===== src/rtl/aps_pkg.sv =====
package aps_pkg;

  localparam int WORD_W  = 16;
  localparam int ADDR_W  = 14;
  localparam int ANGLE_W = 14;
  localparam int GAIN_W  = 8;

  localparam int READ_BIT = 14;
  localparam int ERR_BIT  = 14;

  localparam logic [ADDR_W-1:0] ADDR_ERRFL = 14'h0001;
  localparam logic [ADDR_W-1:0] ADDR_DIAG  = 14'h3FF5;
  localparam logic [ADDR_W-1:0] ADDR_MAG   = 14'h3FFD;
  localparam logic [ADDR_W-1:0] ADDR_GAIN  = 14'h3FF9;
  localparam logic [ADDR_W-1:0] ADDR_ANGLE = 14'h3FFF;

  localparam int DIAG_HALL_POS = 10;
  localparam int DIAG_OVF_POS  = 2;
  localparam int DIAG_LOW_POS  = 3;
  localparam int DIAG_HIGH_POS = 4;
  localparam int EFL_WDT_POS   = 7;
  localparam int EFL_CRC_POS   = 6;
  localparam int EFL_HALF_POS  = 1;

  typedef enum logic [2:0] {
    SEL_ANGLE, SEL_MAG, SEL_GAIN, SEL_DIAG, SEL_ERRFL
  } regSel_e;

  // Even states send an auxiliary request, odd ones the chained angle read.
  typedef enum logic [3:0] {
    ST_ASK_MAG   = 4'd0,
    ST_GET_MAG   = 4'd1,
    ST_ASK_GAIN  = 4'd2,
    ST_GET_GAIN  = 4'd3,
    ST_ASK_DIAG  = 4'd4,
    ST_GET_DIAG  = 4'd5,
    ST_ASK_ERRFL = 4'd6,
    ST_GET_ERRFL = 4'd7,
    ST_RECOVER   = 4'd8
  } seqState_e;

  typedef struct packed {
    logic    issue;
    regSel_e sel;
    logic    ldAngle;
    logic    ldMag;
    logic    ldGain;
    logic    ldDiag;
    logic    ldErrFl;
    logic    bumpErr;
  } ctrlStrobes_t;

  function automatic logic [ADDR_W-1:0] regAddr(input regSel_e s);
    case (s)
      SEL_MAG:   regAddr = ADDR_MAG;
      SEL_GAIN:  regAddr = ADDR_GAIN;
      SEL_DIAG:  regAddr = ADDR_DIAG;
      SEL_ERRFL: regAddr = ADDR_ERRFL;
      default:   regAddr = ADDR_ANGLE;
    endcase
  endfunction

endpackage


===== src/rtl/aps_ctrl.sv =====
module aps_ctrl
  import aps_pkg::*;
(
  input  logic         clk,
  input  logic         rstN,
  input  logic         tick,
  input  logic         engBusy,
  input  logic         rspValid,
  input  logic         rspCrcOk,
  input  logic         rspErrFlag,
  output ctrlStrobes_t strb
);

  seqState_e state, stateNext;
  logic      waitRsp;
  logic      chained;
  logic      accept;
  logic      goodRsp;

  always_comb begin
    case (state)
      ST_GET_MAG, ST_GET_GAIN, ST_GET_DIAG, ST_GET_ERRFL: chained = 1'b1;
      default:                                            chained = 1'b0;
    endcase
  end

  assign accept  = rspValid && waitRsp;
  assign goodRsp = rspCrcOk && !rspErrFlag;

  always_comb begin
    strb       = '0;
    strb.sel   = SEL_ERRFL;
    stateNext  = state;

    strb.issue = !waitRsp && !engBusy && (chained || tick);
    case (state)
      ST_ASK_MAG:  strb.sel = SEL_MAG;
      ST_ASK_GAIN: strb.sel = SEL_GAIN;
      ST_ASK_DIAG: strb.sel = SEL_DIAG;
      ST_GET_MAG, ST_GET_GAIN, ST_GET_DIAG, ST_GET_ERRFL: strb.sel = SEL_ANGLE;
      default:     strb.sel = SEL_ERRFL;
    endcase

    if (accept) begin
      if (!goodRsp) begin
        strb.bumpErr = 1'b1;
        stateNext    = ST_RECOVER;
      end else begin
        case (state)
          ST_ASK_MAG:   begin strb.ldAngle = 1'b1; stateNext = ST_GET_MAG;   end
          ST_GET_MAG:   begin strb.ldMag   = 1'b1; stateNext = ST_ASK_GAIN;  end
          ST_ASK_GAIN:  begin strb.ldAngle = 1'b1; stateNext = ST_GET_GAIN;  end
          ST_GET_GAIN:  begin strb.ldGain  = 1'b1; stateNext = ST_ASK_DIAG;  end
          ST_ASK_DIAG:  begin strb.ldAngle = 1'b1; stateNext = ST_GET_DIAG;  end
          ST_GET_DIAG:  begin strb.ldDiag  = 1'b1; stateNext = ST_ASK_ERRFL; end
          ST_ASK_ERRFL: begin strb.ldAngle = 1'b1; stateNext = ST_GET_ERRFL; end
          ST_GET_ERRFL: begin strb.ldErrFl = 1'b1; stateNext = ST_ASK_MAG;   end
          ST_RECOVER:   stateNext = ST_GET_ERRFL;
          default:      stateNext = ST_ASK_MAG;
        endcase
      end
    end else begin
      case (state)
        ST_ASK_MAG, ST_GET_MAG, ST_ASK_GAIN, ST_GET_GAIN, ST_ASK_DIAG,
        ST_GET_DIAG, ST_ASK_ERRFL, ST_GET_ERRFL, ST_RECOVER: stateNext = state;
        default: stateNext = ST_ASK_MAG;
      endcase
    end
  end

  always_ff @(posedge clk) begin
    if (!rstN) begin
      state   <= ST_ASK_MAG;
      waitRsp <= 1'b0;
    end else begin
      state <= stateNext;
      if (strb.issue)  waitRsp <= 1'b1;
      else if (accept) waitRsp <= 1'b0;
    end
  end

endmodule


===== src/rtl/aps_dp.sv =====
module aps_dp
  import aps_pkg::*;
#(
  parameter int ERR_W = 8
) (
  input  logic                clk,
  input  logic                rstN,
  input  ctrlStrobes_t        strb,
  input  logic [ADDR_W-1:0]   rspData,
  output logic                cmdValid,
  output logic [WORD_W-1:0]   cmdWord,
  output logic [ANGLE_W-1:0]  angle,
  output logic                angleValid,
  output logic [ANGLE_W-1:0]  magnitude,
  output logic                magValid,
  output logic [GAIN_W-1:0]   gain,
  output logic                gainValid,
  output logic [3:0]          diagBits,
  output logic                diagValid,
  output logic [2:0]          errFlBits,
  output logic                errFlagsValid,
  output logic [ERR_W-1:0]    errCount
);

  localparam logic [ERR_W-1:0] ERR_MAX = {ERR_W{1'b1}};

  always_ff @(posedge clk) begin
    if (!rstN) begin
      cmdValid      <= 1'b0;
      cmdWord       <= '0;
      angle         <= '0;
      angleValid    <= 1'b0;
      magnitude     <= '0;
      magValid      <= 1'b0;
      gain          <= '0;
      gainValid     <= 1'b0;
      diagBits      <= '0;
      diagValid     <= 1'b0;
      errFlBits     <= '0;
      errFlagsValid <= 1'b0;
      errCount      <= '0;
    end else begin
      cmdValid      <= strb.issue;
      angleValid    <= strb.ldAngle;
      magValid      <= strb.ldMag;
      gainValid     <= strb.ldGain;
      diagValid     <= strb.ldDiag;
      errFlagsValid <= strb.ldErrFl;

      if (strb.issue) cmdWord <= {1'b0, 1'b1, regAddr(strb.sel)};
      if (strb.ldAngle) angle     <= rspData[ANGLE_W-1:0];
      if (strb.ldMag)   magnitude <= rspData[ANGLE_W-1:0];
      if (strb.ldGain)  gain      <= rspData[GAIN_W-1:0];
      if (strb.ldDiag)
        diagBits <= {rspData[DIAG_HIGH_POS], rspData[DIAG_LOW_POS],
                     rspData[DIAG_OVF_POS], rspData[DIAG_HALL_POS]};
      if (strb.ldErrFl)
        errFlBits <= {rspData[EFL_HALF_POS], rspData[EFL_CRC_POS], rspData[EFL_WDT_POS]};
      if (strb.bumpErr && errCount != ERR_MAX) errCount <= errCount + 1'b1;
    end
  end

endmodule


===== src/rtl/angle_poll_seq.sv =====
module angle_poll_seq
  import aps_pkg::*;
#(
  parameter int ERR_W = 8
) (
  input  logic             clk,
  input  logic             rstN,
  input  logic             tick,
  input  logic             engBusy,
  output logic             cmdValid,
  output logic [15:0]      cmdWord,
  input  logic             rspValid,
  input  logic [15:0]      rspWord,
  input  logic             rspCrcOk,
  output logic [13:0]      angle,
  output logic             angleValid,
  output logic [13:0]      magnitude,
  output logic             magValid,
  output logic [7:0]       gain,
  output logic             gainValid,
  output logic             hallFault,
  output logic             cordicOvf,
  output logic             fieldLow,
  output logic             fieldHigh,
  output logic             diagValid,
  output logic             wdtFlag,
  output logic             crcFlag,
  output logic             halfMag,
  output logic             errFlagsValid,
  output logic [ERR_W-1:0] errCount
);

  ctrlStrobes_t strb;
  logic [3:0]   diagBits;
  logic [2:0]   errFlBits;

  aps_ctrl u_ctrl (
    .clk        (clk),
    .rstN       (rstN),
    .tick       (tick),
    .engBusy    (engBusy),
    .rspValid   (rspValid),
    .rspCrcOk   (rspCrcOk),
    .rspErrFlag (rspWord[ERR_BIT]),
    .strb       (strb)
  );

  aps_dp #(.ERR_W(ERR_W)) u_dp (
    .clk           (clk),
    .rstN          (rstN),
    .strb          (strb),
    .rspData       (rspWord[ADDR_W-1:0]),
    .cmdValid      (cmdValid),
    .cmdWord       (cmdWord),
    .angle         (angle),
    .angleValid    (angleValid),
    .magnitude     (magnitude),
    .magValid      (magValid),
    .gain          (gain),
    .gainValid     (gainValid),
    .diagBits      (diagBits),
    .diagValid     (diagValid),
    .errFlBits     (errFlBits),
    .errFlagsValid (errFlagsValid),
    .errCount      (errCount)
  );

  assign hallFault = diagBits[0];
  assign cordicOvf = diagBits[1];
  assign fieldLow  = diagBits[2];
  assign fieldHigh = diagBits[3];
  assign wdtFlag   = errFlBits[0];
  assign crcFlag   = errFlBits[1];
  assign halfMag   = errFlBits[2];

endmodule


===== config.mk =====
export PLATFORM = sky130hd
export DESIGN_NAME = angle_poll_seq
export DESIGN_NICKNAME = d
export VERILOG_FILES = /design/src/rtl/aps_pkg.sv /design/src/rtl/aps_ctrl.sv /design/src/rtl/aps_dp.sv /design/src/rtl/angle_poll_seq.sv
export SDC_FILE = /design/constraint.sdc
export NUM_CORES = 1
export LEC_CHECK = 0
export BUFFER_PORTS_ARGS = -buffer_cell sky130_fd_sc_hd__buf_2
export CORE_AREA = 8 8 83 85
export DETAILED_ROUTE_END_ITERATION = 8
export DIE_AREA = 0 0 91 93
export PLACE_DENSITY = 0.77
export REMOVE_ABC_BUFFERS = 1
export SLEW_MARGIN = 0
export SYNTH_ARGS = -nofsm -noshare
export SYNTH_HDL_FRONTEND = slang
export SYNTH_SLANG_ARGS = --single-unit

===== constraint.sdc =====
create_clock -name clk -period 1.65 [get_ports clk]
set_input_delay 0.0825 -clock clk [delete_from_list [all_inputs] [get_ports clk]]
set_output_delay 0.0825 -clock clk [all_outputs]
set_load 0.05 [all_outputs]

# Word-level counts from Yosys, hierarchy flattened
# Index checks and enable logic that the tools add are counted.
# W data, S select, Z words.
# word_totals
reg_bits	77
latchBits	0
ramBits	0
mem_bits_ro	0
out_inout_bits	73
memories	0
# op_classes
addsub	1
n_mul	0
n_div	0
order_cmp	0
n_eq_ne	14
n_shift	0
n_mux	17
bitwise	0
reduce_logical	15
# op_table
cell	count
$pmux W14 S4	1
$pmux W3 S7	1
$eq A4 B3 Y1 const B	4
$mux W4	3
$pmux W3 S4	1
$mux W1	9
$reduce_or A9 Y1	1
$add A8 B1 Y8 const B	1
$eq A4 B2 Y1 const B	2
$ne A8 B8 Y1 const B	1
$reduce_or A4 Y1	2
$eq A3 B2 Y1 const B	2
$mux W6	1
$logic_and A1 B1 Y1	5
$mux W5	1
$eq A4 B1 Y1 const B	1
$eq A4 B4 Y1 const B	1
$logic_not A4 Y1	1
$eq A3 B1 Y1 const B	1
$eq A3 B3 Y1 const B	1
$logic_not A1 Y1	3
$ne A2 B1 Y1 const B	1
$reduce_bool A2 Y1	1
$reduce_or A2 Y1	1
$logic_or A1 B1 Y1	1

# Logic depth before layout (Yosys ltp)
# Gate-level depths: netlist of run 1.
# depth
word_depth	6
ltp_mapped	6
ltp_nobuf	5

# Hierarchy
# From an unflattened synthesis of run 1, not the netlist that was laid out.
# hier_totals
cells_unflattened	285
hier_area_um2	2887.8
# modules_own_cells
mod	n_inst	cells_per_inst	area_each_um2	seq_area_each_um2
aps_dp	1	231	2476.1	1241.2
aps_ctrl	1	54	411.6	100.1

# Worst setup path before layout of run 1
# Ideal clock, no wire load.
# synth_timing
path_kind	flip-flop to flip-flop
from	register u_dp.errCount[0]
to	register u_dp.errCount[1]
setup_ps	128
arrival_ps	1681
required_time_ps	1522
path_slack_ps	-159
path_stages_with_launch	7
synth_period_minus_slack_ps	1809
cell_sequence	dfxtp_1 -> ha_1 -> nand3_1 -> o211ai_1 -> buf_2 -> mux2i_1 -> nor2_1
# synth_between
elab_chain_cells	2
word_cells_on_any_way	3
# synth_lines
item	line	rtl
start: declaration	aps_dp.sv:22	output logic [ERR_W-1:0] errCount
start signal: assignment	aps_dp.sv:59	if (strb.bumpErr && errCount != ERR_MAX) errCount <= errCount + 1'b1;
parallel branches: the longest is 2 deep, another holds $add A8 B1 Y8	-	
# Several ways; the timed one is not identified.
# A chain may end at the register's enable or synchronous reset.

# Final worst setup path of run 1
# layout_timing
from	register u_dp.errCount[0]
to	register u_dp.errCount[5]
# The elaborated chain is that of the path after synthesis.

==> results of run 1 <==
-- metal layers --
layer / global-route usage, % / up-vias / wire length, um
met3: 5.29 / 6 / 446
met5: 0 / - / 0
met4: 7.23 / 0 / 76
met2: 26.2 / 59 / 3100
li1: - / 1094 / -
met1: 15.7 / 995 / 2620
-- registers in the layout, indices dropped and copies added, names as in the netlist --
register / count
u_dp.angle: 14
u_dp.magnitude: 14
u_dp.errCount: 8
u_dp.gain: 8
u_dp.cmdWord: 5
u_ctrl.state: 4
u_dp.diagBits: 4
u_dp.errFlBits: 3
u_ctrl.waitRsp: 1
u_dp.angleValid: 1
u_dp.cmdValid: 1
u_dp.diagValid: 1
u_dp.errFlagsValid: 1
u_dp.gainValid: 1
u_dp.magValid: 1
-- path summary, 6_finish.rpt --
kind	to	slack [ns]
setup / recovery	u_dp.errCount[5]$_SDFFE_PN0P_	0.13
hold / removal	u_dp.angle[5]$_SDFFE_PN0P_	0.01
setup reg to reg	u_dp.errCount[5]$_SDFFE_PN0P_	0.13
hold reg to reg	u_dp.cmdWord[1]$_SDFFE_PN0P_	0.46
-- power groups by stage --
stage	combinational [uW]	sequential [uW]	clock [uW]
floorplan	68.8	1800	0
global placement	275	1680	0
detailed placement	277	1690	0
CTS	288	1650	1350
global route	308	1650	1430
finish	289	1650	1310
-- tightest hold or removal path: stages --
cell	delay [ns]
buf_2	0.10
mux2i_1	0.06
nor2_1	0.07
-- cells in the mapped netlist (2+ instances only) --
cell      instances
nand3_1           4
nor3_1            2
inv_1             3
buf_6             2
buf_4            13
a21oi_1          12
nor2b_1           4
dfxtp_1          67
o31ai_1           2
clkbuf_1          7
o21ai_0           3
nor4_1            2
nor2_1           58
nand2_1           8
or4_1             3
mux2i_1          46
or3_1             5
-- layout make-up --
class	instances	area (um^2)	area share (%)
inverters	4	15.0	0.437
well taps	75	93.8	2.73
clock buffers	10	128	3.72
flip-flops and latches	67	1350	39.2
repair buffers	108	618	18.0
clock inverters	6	66.3	1.93
multi-input cells	173	1170	34.0
-- stage by stage --
stage               utilization, %  instance area (um^2)  total power, uW  worst slack (ns)  TNS, ns
CTS                           60.0                  3400             3290            0.0553        0
finish                        60.5                  3430             3250             0.134        0
global placement              55.7                  3160             1960             0.141        0
floorplan                        -                  2510             1870             -2.34   -31.74
detailed placement            55.7                  3160             1960            0.0824        0
global route                  60.5                  3430             3390           -0.0143  -0.0143
-- kinds of logic after synthesis --
logic type | share of synthesized area [%]
flops | 50.4
other cells | 0.141
simple gates | 18.7
buf+inv | 6.44
xor+xnor | 0.329
compound gates | 5.83
mux | 17.7
fa+ha+maj | 0.470
-- timing repair --
| action | 4_1_cts | 5_1_grt |
|---|---|---|
| buffers inserted | 0 | 1 |
| hold buffers | 5 | 0 |
| gates resized for setup | 0 | 8 |
| hold endpoints to repair | 6 | 0 |
| endpoints found under the setup margin | 0 | 8 |
==> flow_metrics.py, run 1 <==
metrics = {
    "clocking": {
        "ctsRootBufferMaster": "clkbuf_8",
        "cts.sinks": 67,
        "htreeDepth": 3,
        "cts_buffer_depth": 2,
        "path_clk_slew_ns": 0.08,
        "cts_tree": "built",
        "clk_latency_ns": 0.33,
        "numCtsBuffers": 9,
    },
    "routing": {
        "drc": 0,
        "wirelength_mm": 6.25,
        "ant_nets": 0,
        "vias": 2154,
        "dr.pass1.iters": 4,
        "wl_per_cell_um": 14.1,
        "vias_per_cell": 4.86,
        "drt_iter0_drc": 68,
    },
    "timing": {
        "fin_crit_sh_pct": 91.9,
        "fin_skew_ns": 0.0116,
        "slew_headroom_pct": 59.9,
        "period_needed_ns": 1.52,
        "report.final.hold_viol_count": 0,
        "slew_viol_final": 0,
        "timing.fmax_ghz": 0.660,
        "setup_viol": 0,
        "worst_pin_slew_ns": 0.601,
        "hold_ws_ns": 0.0129,
    },
    "cells_and_area": {
        "finalNonFillerCells": 443,
        "final_common_cell": "buf_2",
        "syn2layout_area_growth_pct": 28.9,
        "layout-drive-gt1-share_pct": 36.1,
        "fillCellCount": 520,
        "n_antenna_cell": 0,
        "final_nets": 386,
        "final_cell_mix": "92 x buf_2, 64 x dfxtp_1, 58 x nor2_1",
    },
    "setup_path": {
        "crit_fanout": 6,
        "critical_path_buf_inv_count": 1,
        "cp-end-kind": "flop",
        "path_depth": 6,
        "cp_slowest_cell": "or4_4",
        "crit_chain": "ha_2, nand3_1, o211ai_1, buf_4, or4_4, a21oi_2",
        "reg2reg_from": "u_dp.errCount[0]$_SDFFE_PN0P_",
        "cpPeakStageDelay_ns": 0.41,
        "crit_path_start_kind": "flop",
        "cp-startpoint": "u_dp.errCount[0]$_SDFFE_PN0P_",
        "setup.worst_path.class": "flop to flop",
        "worstPathRequired_ns": 1.90,
        "crit_family": "simple AND/OR/NAND/NOR gates",
        "cp.arrival_ns": 1.77,
        "rr_worst_depth": 6,
    },
    "floorplan": {
        "pin_count": 95,
        "core_area_um2": 5680,
        "die_area_um2": 8460,
        "chipWidth_um": 91,
        "row_count": 28,
        "die_h_um": 93,
        "initial_core_util_pct": 46.9,
    },
    "power_and_ir_drop": {
        "power_frac_seq_pct": 50.8,
        "netSwitchingPower_uw": 831,
        "ir_worst_vdd_mv": 0.564,
        "clkPwrFrac_pct": 40.3,
        "p_leak_uw": 0.00175,
        "p_per_area_nw_per_um2": 946,
        "comb_power_share_pct": 8.9,
        "switching_share_pct": 25.6,
        "internal_power_uw": 2420,
    },
    "logic_synthesis": {
        "synthArstFlopShare_pct": 0,
        "synthTopCellsByArea": "dfxtp_1 50%, mux2i_1 17%, nor2_1 8.2%, buf_4 3.7%, a21oi_1 2.3%",
        "ys_seq_elements": 67,
        "netlist.area_leader.share_pct": 50.4,
        "synthesis.area_um2": 2660,
        "syn_inst": 268,
        "synth_edf_count": 0,
        "ys.flop_type": "dfxtp_1",
        "synth.largest_area_cell": "dfxtp_1",
        "synth_cell_types": 44,
        "syn_area_per_cell_um2": 9.93,
        "ys_seq_area_share_pct": 50.4,
        "ys.warnings.count": 0,
    },
    "min_path": {
        "hold_path.class": "primary input to flop",
        "hold_depth": 3,
        "min_from": "rspWord[5]",
    },
    "global_routing": {
        "overflow": 0,
        "grt_usage_pct": 15.0,
        "grt_pass1_wl_mm": 10.4,
        "grt_max_degree": 34,
        "antenna_found_initial": 0,
        "first_global_vias": 2203,
    },
    "placed_design": {
        "port_buffers": 92,
        "dp.cells": 420,
        "gp_congestion": 0.806,
        "dp.final_hpwl_mm": 4.54,
    },
    "outcome": {
        "outcome": "finished clean",
    },
    "flow_run": {
        "maxCapViolations": 0,
    },
}
Note: power is estimated with default switching activity, not from simulation.
==> inputs of run 2 (changes only) <==
- ABC_AREA: not set -> 1
- CORE_AREA: 8 8 83 85 -> 8 8 85 87
- DIE_AREA: 0 0 91 93 -> 0 0 93 95
- HOLD_SLACK_MARGIN: not set -> 0.02
==> run 2 against run 1 <==
  * Cell count increased by 21%
  * Utilization increased by 0.35 points
  * Synthesized cell count increased by 36%
  * Sequential share of layout area decreased by 1.3 points
  * Via count increased by 24%
  * Final area increased by 3.1%
  * Critical path depth increased by 2
  * Area after synthesis increased by 6.3%
  * Critical path type unchanged
  * Critical endpoint is now u_dp.errCount[7]$_SDFFE_PN0P_
  * Largest power group unchanged
==> flow_metrics.py, run 2 <==
metrics = {
    "outcome": {
        "outcome": "finished clean",
    },
    "floorplan": {
        "pin_count": 95,
        "row_count": 28,
        "die_h_um": 95,
        "chipWidth_um": 93,
        "core_area_um2": 5820,
        "die_area_um2": 8840,
        "initial_core_util_pct": 48.7,
    },
    "clocking": {
        "cts_buffer_depth": 2,
        "cts_hold_buf": 8,
        "htreeDepth": 3,
        "cts_resized": 0,
        "post-cts-setup-buffer-count": 0,
        "path_clk_slew_ns": 0.07,
        "numCtsBuffers": 9,
        "cts_tree": "built",
        "ctsRootBufferMaster": "clkbuf_8",
        "cts.sinks": 67,
        "clk_latency_ns": 0.33,
    },
    "placed_design": {
        "port_buffers": 92,
        "dp.final_hpwl_mm": 5.21,
        "dpl-instance-area_um2": 3260,
        "dp.cells": 514,
        "gp_congestion": 0.842,
    },
    "power_and_ir_drop": {
        "comb_power_share_pct": 10.1,
        "clkPwrFrac_pct": 40.5,
        "internal_power_uw": 2500,
        "ir_worst_vdd_mv": 0.513,
        "p_per_area_nw_per_um2": 946,
        "switching_share_pct": 25.4,
        "p_leak_uw": 0.00172,
        "netSwitchingPower_uw": 852,
        "power_frac_seq_pct": 49.4,
    },
    "cells_and_area": {
        "final_common_cell": "buf_2",
        "design_area_um2": 3540,
        "final_cell_mix": "92 x buf_2, 73 x nor2_1, 67 x dfxtp_1",
        "layout-drive-gt1-share_pct": 31.2,
        "top_regs": "u_dp.angle x14, u_dp.magnitude x14",
        "final_nets": 481,
        "n_antenna_cell": 0,
        "finalNonFillerCells": 537,
        "syn2layout_area_growth_pct": 24.9,
    },
    "global_routing": {
        "first_global_vias": 2594,
        "grt_max_degree": 37,
        "busiest_layer": "met2",
        "overflow": 0,
        "gr-usage-met1_pct": 19.2,
        "antenna_found_initial": 0,
        "grt_pass1_wl_mm": 12.1,
        "use_met2_pct": 27.0,
        "met3_usage_pct": 7.54,
        "grt_usage_pct": 16.9,
    },
    "timing": {
        "setup_viol": 0,
        "fin_crit_sh_pct": 87.1,
        "rsz0062_at_grt": "no",
        "period_needed_ns": 1.44,
        "fin_skew_ns": 0.00574,
        "worst_pin_slew_ns": 0.514,
        "slew_viol_final": 0,
        "timing.fmax_ghz": 0.696,
        "report.final.hold_viol_count": 0,
        "tns_ns": 0,
        "slew_headroom_pct": 65.7,
    },
    "routing": {
        "vias": 2661,
        "drt_iter0_drc": 119,
        "drc": 0,
        "wl_per_cell_um": 13.7,
        "dr.pass1.iters": 4,
        "wirelength_mm": 7.35,
        "vias_per_cell": 4.96,
        "ant_nets": 0,
    },
    "setup_path": {
        "crit_path_start_kind": "flop",
        "cp.arrival_ns": 1.66,
        "cp-end-kind": "flop",
        "crit_fanout": 10,
        "setup.worst_path.class": "flop to flop",
        "rr_worst_depth": 8,
        "worstPathRequired_ns": 1.88,
    },
    "logic_synthesis": {
        "yosysMostFrequentCell": "nor2_1",
        "ys.warnings.count": 0,
        "synthesis.area_um2": 2830,
        "ys_seq_area_share_pct": 47.4,
        "synth_edf_count": 0,
        "synth_common_cells": "73 x nor2_1, 67 x dfxtp_1, 56 x nand2_1, 27 x a21oi_1, 19 x o21ai_0",
        "ys_seq_elements": 67,
        "netlist.area_leader.share_pct": 47.4,
        "synth.largest_area_cell": "dfxtp_1",
        "ys.flop_type": "dfxtp_1",
        "synth_cell_types": 29,
        "syn_area_per_cell_um2": 7.76,
        "syn_inst": 365,
        "synthArstFlopShare_pct": 0,
        "synthTopCellsByArea": "dfxtp_1 47%, nor2_1 9.7%, nand2_1 7.4%, a21oi_1 4.8%, nand4_1 4.0%",
    },
    "min_path": {
        "hold_depth": 3,
        "hold_path.class": "primary input to flop",
    },
    "flow_run": {
        "maxCapViolations": 0,
    },
}
[run 2: logic make-up (layout without fill, tap and decap cells)]
group	Yosys count	after routing	synth area share (%)
and+or+nand+nor	182	182	30.6
adders and majority gates	1	1	0.442
xor gates and xnor gates	1	1	0.309
buffers and inverters	52	149	10.1
DFF	67	67	47.4
AOI/OAI and AO/OA	61	61	11.0
other	1	1	0.132
[run 2: final timing paths]
check | slack [ns] | start | endpoint
hold / removal | 0.03 | rspWord[4] | u_dp.magnitude[4]$_SDFFE_PN0P_
setup / recovery | 0.21 | u_dp.errCount[0]$_SDFFE_PN0P_ | u_dp.errCount[7]$_SDFFE_PN0P_
hold reg to reg | 0.46 | u_dp.angle[13]$_SDFFE_PN0P_ | u_dp.angle[13]$_SDFFE_PN0P_
setup reg to reg | 0.21 | u_dp.errCount[0]$_SDFFE_PN0P_ | u_dp.errCount[7]$_SDFFE_PN0P_
[run 2: cell type report]
| cell class | instances | area, um^2 |
|---|---|---|
| fillers | 553 | 2280 |
| flip-flops and latches | 67 | 1340 |
| multi-input cells | 246 | 1200 |
| repair buffers | 108 | 601 |
| clock buffers | 13 | 159 |
| inverters | 26 | 103 |
| well taps | 75 | 93.8 |
| clock inverters | 2 | 35.0 |
[run 2: power by group through the flow]
| stage | clock network [uW] | logic (uW) | registers, uW |
|---|---|---|---|
| 2_1_floorplan | 0 | 90.5 | 1810 |
| 3_3_place_gp | 0 | 320 | 1690 |
| 3_5_place_dp | 0 | 323 | 1690 |
| 4_1_cts | 1390 | 338 | 1650 |
| 5_1_grt | 1460 | 361 | 1660 |
| 6_report | 1360 | 338 | 1650 |
[run 2: metal layers]
layer	share of wire (%)	wire length, um
met5	0	0
met4	1.4	101
met3	11	790
met2	45	3300
met1	43	3160
[run 2: worst max-delay path, stage by stage, from the launching register on]
cell,delay (ns)
dfxtp_1,0.41
ha_1,0.20
nand2_1,0.08
nor2_1,0.16
nand2_2,0.16
nand2_2,0.14
nor2_1,0.05
nor2_1,0.08
nor2_1,0.05
[run 2: metrics by stage]
stage / utilization, % / worst slack, ns / power [uW] / hold WS (ns)
global route: 60.8 / 0.0325 / 3470 / 0.0247
detailed placement: 56.1 / 0.224 / 2010 / 0.341
floorplan: - / -2.28 / 1900 / 0.180
global placement: 56.1 / 0.246 / 2010 / 0.334
finish: 60.8 / 0.212 / 3350 / 0.0309
CTS: 60.8 / 0.208 / 3380 / 0.0202
